<file path="config.mk">
export PLATFORM = sky130hd
export DESIGN_NAME = dctimer_unit
export DESIGN_NICKNAME = d
export VERILOG_FILES = /design/src/rtl/dct_pkg.sv /design/src/rtl/dct_prescaler.sv /design/src/rtl/dct_channel.sv /design/src/rtl/dctimer_unit.sv
export SDC_FILE = /design/constraint.sdc
export NUM_CORES = 1
export LEC_CHECK = 0
export BUFFER_PORTS_ARGS = -buffer_cell sky130_fd_sc_hd__buf_2
export CAP_MARGIN = 20
export CORE_ASPECT_RATIO = 1.5
export CORE_MARGIN = 2
export CORE_UTILIZATION = 25
export DETAILED_ROUTE_END_ITERATION = 16
export GPL_ROUTABILITY_DRIVEN = 0
export HOLD_SLACK_MARGIN = 0.05
export SETUP_SLACK_MARGIN = 0.02
export SYNTH_ARGS = -nofsm -noshare
export SYNTH_HDL_FRONTEND = slang
export SYNTH_SLANG_ARGS = --single-unit
</file>
<file path="constraint.sdc">
create_clock -name clk -period 6.8 [get_ports clk]
set_clock_uncertainty 0.1 [all_clocks]
set_input_delay 0.34 -clock clk [delete_from_list [all_inputs] [get_ports clk]]
set_output_delay 0.34 -clock clk [all_outputs]
set_load 0.01 [all_outputs]
</file>
<file path="src/rtl/dct_pkg.sv">
`timescale 1ns/1ps
package dct_pkg;
  localparam int REGS_PER_CH   = 4;
  localparam int PRESCALE_LOG2 = 4;

  typedef enum logic [1:0] {
    SLOT_CTRL   = 2'd0,
    SLOT_LOAD   = 2'd1,
    SLOT_VALUE  = 2'd2,
    SLOT_RELOAD = 2'd3
  } slot_e;

  // shared register slots after the channel region
  typedef enum logic [1:0] {
    SH_MASK = 2'd0,
    SH_RAW  = 2'd1,
    SH_MIS  = 2'd2,
    SH_CLR  = 2'd3
  } shared_e;

  // bit0 en, bit1 wide, bit2 oneshot, bit3 div16
  typedef struct packed {
    logic div16;
    logic oneshot;
    logic wide;
    logic en;
  } ctrl_t;

  localparam int CTRL_W = $bits(ctrl_t);
endpackage

</file>
<file path="src/rtl/dct_prescaler.sv">
`timescale 1ns/1ps
module dct_prescaler #(
  parameter int LOG2_DIV = 4
) (
  input  logic clk,
  input  logic rst_n,
  input  logic run,
  input  logic restart,
  input  logic use_div,
  output logic tick
);
  logic [LOG2_DIV-1:0] phase_q;

  always_ff @(posedge clk) begin
    if (!rst_n)       phase_q <= '0;
    else if (restart) phase_q <= '0;
    else if (run)     phase_q <= phase_q + 1'b1;
  end

  assign tick = run && (use_div ? (&phase_q) : 1'b1);
endmodule

</file>
<file path="src/rtl/dct_channel.sv">
`timescale 1ns/1ps
module dct_channel
  import dct_pkg::*;
#(
  parameter int CW       = 32,
  parameter int PS_LOG2  = PRESCALE_LOG2
) (
  input  logic          clk,
  input  logic          rst_n,
  input  logic          ctrl_we,
  input  logic          load_we,
  input  logic          reload_we,
  input  ctrl_t         ctrl_wdata,
  input  logic [CW-1:0] data_wdata,
  output ctrl_t         ctrl_o,
  output logic [CW-1:0] count_o,
  output logic [CW-1:0] reload_o,
  output logic          zero_hit,
  output logic          halted
);
  localparam int HALF = CW / 2;
  localparam logic [CW-1:0] NARROW_MASK = {{(CW-HALF){1'b0}}, {HALF{1'b1}}};

  ctrl_t         ctrl_q;
  logic [CW-1:0] cnt_q;
  logic [CW-1:0] reload_q;
  logic          done_q;

  logic [CW-1:0] width_mask;
  logic [CW-1:0] cur;
  logic [CW-1:0] dec;
  logic          at_one;
  logic          tick;
  logic          en_rise;

  assign width_mask = ctrl_q.wide ? {CW{1'b1}} : NARROW_MASK;
  assign cur        = cnt_q & width_mask;
  assign dec        = (cur - 1'b1) & width_mask;
  assign at_one     = (cur == CW'(1));
  assign en_rise    = ctrl_we && ctrl_wdata.en && !ctrl_q.en;

  dct_prescaler #(.LOG2_DIV(PS_LOG2)) u_prescale (
    .clk     (clk),
    .rst_n   (rst_n),
    .run     (ctrl_q.en && !done_q),
    .restart (en_rise),
    .use_div (ctrl_q.div16),
    .tick    (tick)
  );

  assign zero_hit = tick && at_one && !load_we;

  always_ff @(posedge clk) begin
    if (!rst_n) begin
      ctrl_q <= '0;
    end else if (ctrl_we) begin
      ctrl_q <= ctrl_wdata;
    end
  end

  always_ff @(posedge clk) begin
    if (!rst_n) begin
      reload_q <= '0;
    end else if (load_we || reload_we) begin
      reload_q <= data_wdata;
    end
  end

  always_ff @(posedge clk) begin
    if (!rst_n) begin
      cnt_q  <= '0;
      done_q <= 1'b0;
    end else if (load_we) begin
      cnt_q  <= data_wdata & width_mask;
      done_q <= 1'b0;
    end else if (tick) begin
      if (at_one) begin
        if (ctrl_q.oneshot) begin
          cnt_q  <= '0;
          done_q <= 1'b1;
        end else begin
          cnt_q  <= reload_q & width_mask;
        end
      end else begin
        cnt_q <= dec;
      end
    end
  end

  assign ctrl_o   = ctrl_q;
  assign count_o  = cur;
  assign reload_o = reload_q;
  assign halted   = done_q;
endmodule

</file>
<file path="src/rtl/dctimer_unit.sv">
`timescale 1ns/1ps
module dctimer_unit
  import dct_pkg::*;
#(
  parameter int NCH = 4,
  parameter int CW  = 32,
  localparam int AW = $clog2(REGS_PER_CH * (NCH + 1))
) (
  input  logic          clk,
  input  logic          rst_n,
  input  logic          bus_wen,
  input  logic [AW-1:0] bus_addr,
  input  logic [CW-1:0] bus_wdata,
  output logic [CW-1:0] bus_rdata,
  output logic          irq
);
  localparam int HW = AW - 2;

  logic [HW-1:0] hi;
  slot_e         slot;
  shared_e       sh_slot;
  logic          shared_sel;

  ctrl_t                  ctrl_v [NCH];
  logic [NCH-1:0][CW-1:0] cnt_v;
  logic [NCH-1:0][CW-1:0] rel_v;
  logic [NCH-1:0]         zhit;
  logic [NCH-1:0]         done_v;
  logic [NCH-1:0]         en_v;
  logic [NCH-1:0]         wide_v;
  logic [NCH-1:0]         raw_q;
  logic [NCH-1:0]         mask_q;
  logic [NCH-1:0]         clr_bits;
  ctrl_t                  wctrl;

  assign hi         = bus_addr[AW-1:2];
  assign slot       = slot_e'(bus_addr[1:0]);
  assign sh_slot    = shared_e'(bus_addr[1:0]);
  assign shared_sel = (hi == HW'(NCH));
  assign wctrl      = ctrl_t'(bus_wdata[CTRL_W-1:0]);

  for (genvar i = 0; i < NCH; i++) begin : g_ch
    logic sel;
    assign sel = bus_wen && (hi == HW'(i));

    dct_channel #(.CW(CW)) u_ch (
      .clk        (clk),
      .rst_n      (rst_n),
      .ctrl_we    (sel && slot == SLOT_CTRL),
      .load_we    (sel && slot == SLOT_LOAD),
      .reload_we  (sel && slot == SLOT_RELOAD),
      .ctrl_wdata (wctrl),
      .data_wdata (bus_wdata),
      .ctrl_o     (ctrl_v[i]),
      .count_o    (cnt_v[i]),
      .reload_o   (rel_v[i]),
      .zero_hit   (zhit[i]),
      .halted     (done_v[i])
    );

    assign en_v[i]   = ctrl_v[i].en;
    assign wide_v[i] = ctrl_v[i].wide;
  end

  assign clr_bits = (bus_wen && shared_sel && sh_slot == SH_CLR) ? bus_wdata[NCH-1:0] : '0;

  always_ff @(posedge clk) begin
    if (!rst_n) begin
      mask_q <= '0;
      raw_q  <= '0;
    end else begin
      if (bus_wen && shared_sel && sh_slot == SH_MASK) mask_q <= bus_wdata[NCH-1:0];
      raw_q <= (raw_q & ~clr_bits) | zhit;
    end
  end

  always_comb begin
    bus_rdata = '0;
    for (int i = 0; i < NCH; i++) begin
      if (hi == HW'(i)) begin
        case (slot)
          SLOT_CTRL:   bus_rdata = CW'(ctrl_v[i]);
          SLOT_LOAD:   bus_rdata = rel_v[i];
          SLOT_VALUE:  bus_rdata = cnt_v[i];
          SLOT_RELOAD: bus_rdata = rel_v[i];
          default:     bus_rdata = '0;
        endcase
      end
    end
    if (shared_sel) begin
      case (sh_slot)
        SH_MASK: bus_rdata = CW'(mask_q);
        SH_RAW:  bus_rdata = CW'(raw_q);
        SH_MIS:  bus_rdata = CW'(raw_q & mask_q);
        default: bus_rdata = '0;
      endcase
    end
  end

  assign irq = |(raw_q & mask_q);
endmodule

</file>
==> reports/metrics.csv <==
metric,value,unit
fillers,8204,
htree_levels,1,
drtIter0Drc,2623,
grt_pass1_wl,129000,µm
fin_tns_setup,0,ns
final-hold-violation-count,0,
syn-cell-area,18800,µm²
rows,123,
place.detailed.hpwl,60200,µm
worstSetupStartpointType,input pin,
synth_cells,2639,
slew_viol_final,0,
rsz0062_at_grt,no,
synth_edf_count,0,
post-route-period-util,0.635,
routed_wl,86600,µm
worstPathRequired,6.36,ns
via_per_inst,5.89,
worstSetupEndpointType,primary output,
rrSetupSlack,3.05,ns
setup-violations-final,0,
period_minus_slack,4.32,ns
ir_worst_vdd,0.195,mV
async_flop_share,0,
drive_above_1_share,0.0865,
cts_tree,done,
cts.sinks,300,
syn_to_final_growth,12.9,%
arrival,3.88,ns
ys_warn_count,0,
cts_hold_buf,17,
tightest_slew,1.18,ns
status,"complete, no violations",
maxSlewHeadroom,0.212,
postRouteAntennaNets,0,
clkSlewWorstSetupHoldPaths,0.07,ns
cts_resized,0,
p_per_area,203,nW/µm²
syn_nets,2691,
dieArea,77500,µm²
drv_cap,0,
fmax,0.232,GHz
critical_path_class,input pin to primary output,
initial_utilization,0.252,
fp.dieH,340,µm
core,74800,µm²
drc,0,
floorplan.die.width,228,µm
synth.distinct_cells,86,
io_pins,73,
antenna_found_initial,0,
post_cts_buffers,0,
track_usage,0.215,
clock_latency,0.63,ns
fin_worst_hold_slack,0.0609,ns
synth-seq-area-share,0.319,
hp-class,input pin to flip-flop,
leakage,7.27,nW
grt_overflow,0,
numPortBuffers,72,
wl_per_cell,24.1,µm
ys_seq_elements,300,
drtPass1Iterations,6,
path_max_fanout,90,
yosys_most_used_dff,dfxtp_1,
synth.avg_cell_area,7.13,µm²
vias,21200,
numCtsBuffers,29,
grt_start_max_net_pins,141,
grt_pass1_vias,19800,
clockBufferDepth,3,
power,0.00431,W
fin_nets,2619,
root_buffer,clkbuf_16,
==> layer usage <==
layer | wire length [µm] | up-vias | track usage | share of wire
li1 | - | 9610 | - | -
met1 | 29500 | 9944 | 0.229 | 0.34
met2 | 42100 | 1202 | 0.375 | 0.49
met3 | 7160 | 398 | 0.0365 | 0.083
met4 | 7940 | 0 | 0.169 | 0.092
met5 | 0 | - | 0 | 0
==> per-stage QoR <==
stage	instance area, µm²	instances	worst slack [ns]	utilization
6_report	21200	3592	2.48	0.284
5_1_grt	21200	3590	2.45	0.284
4_1_cts	21200	3586	2.71	0.283
3_3_place_gp	20000	3515	2.59	0.267
3_5_place_dp	20000	3515	2.57	0.267
2_1_floorplan	18800	2639	3.94	-
==> worst max-delay path, cell delays in order <==
cell and delay (ns):
buf_4 0.47, buf_4 0.88, nor2b_1 0.28, and2_0 0.58
a22oi_1 0.42, a211oi_1 0.17, a21oi_1 0.43, nor2_1 0.08
buf_2 0.16
==> state kept, by name, indices dropped and copies added, names as in the netlist <==
| signal | count |
|---|---|
| g_ch.u_ch.u_prescale.phase_q | 16 |
| g_ch.u_ch.reload_o | 128 |
| g_ch.u_ch.halted | 4 |
| g_ch.u_ch.ctrl_o | 16 |
| g_ch.u_ch.cnt_q | 128 |
| mask_q | 4 |
| raw_q | 4 |
==> where the power goes <==
group,internal [W],switching (W)
Clock,0.00105,0.000799
Sequential,0.00178,0.0000288
Combinational,0.000191,0.000469
==> kinds of logic (layout without fill, tap and decap cells) <==
family,Yosys count,in the layout,share of synthesized area
other,0,2,0
and+or+nand+nor,1026,1026,0.257
muxes,24,24,0.0148
xor gates and xnor gates,52,52,0.0242
adders and majority gates,12,12,0.00798
DFF,300,300,0.319
AOI/OAI and AO/OA,940,940,0.319
buffers and inverters,285,236,0.0578
==> worst paths after layout <==
kind,from,endpoint,cells past startpoint
max reg2reg,g_ch[3].u_ch.cnt_q[16],g_ch[3].u_ch.cnt_q[22],7
max,bus_addr[0],bus_rdata[19],9
min,bus_wdata[18],g_ch[0].u_ch.reload_o[18],3
min reg2reg,g_ch[1].u_ch.reload_o[1],g_ch[1].u_ch.reload_o[1],2
==> cell usage after synthesis (all sizes together) (28+ instances only) <==
library cell  count  area share
a22oi            51       0.020
clkbuf          230       0.046
inv              31      0.0062
o22ai            35       0.012
a221oi           64       0.030
nor2            141       0.028
xnor2            28       0.013
a31oi            54       0.018
or3              32       0.011
dfxtp           300        0.32
a21oi           371       0.099
nand3            82       0.022
and3             53       0.018
o21ai           127       0.034
a211oi           59       0.024
nor4             50       0.019
nand2           472       0.094
nor3             81       0.022
==> final cells by class <==
type / count / area, µm² / area share
tap: 1000 / 1250 / 0.0589
multi-input combinational: 2054 / 11800 / 0.555
inverter: 32 / 125 / 0.00589
clock inverter: 14 / 218 / 0.0102
antenna: 2 / 5.00 / 0.000236
timing repair buffer: 150 / 1020 / 0.0479
sequential: 300 / 6010 / 0.283
clock buffer: 40 / 827 / 0.0389
==> cell usage in the layout, fill, tap and decap left out, types with 8 or more instances in the layout <==
master,instances
a22oi_1,51
o22ai_1,35
or3_1,32
buf_2,70
dfxtp_1,300
o211ai_1,8
a2bb2oi_1,9
nand2_1,472
nor3_1,77
nor4_1,43
a221oi_1,62
a211o_1,21
or4_1,18
nor2b_1,12
mux2i_1,20
nand3_1,82
a31oi_1,54
o31ai_1,19
inv_1,29
and3_1,53
nand4_1,19
dlygate4sd3_1,17
a21oi_1,371
a32oi_1,9
nand2b_1,19
o41ai_1,13
buf_4,60
and2_1,11
xor2_1,24
nor2_1,136
clkbuf_16,29
xnor2_1,28
a211oi_1,59
o21ai_0,125
ha_1,12
(Power assumes the default switching activity.)
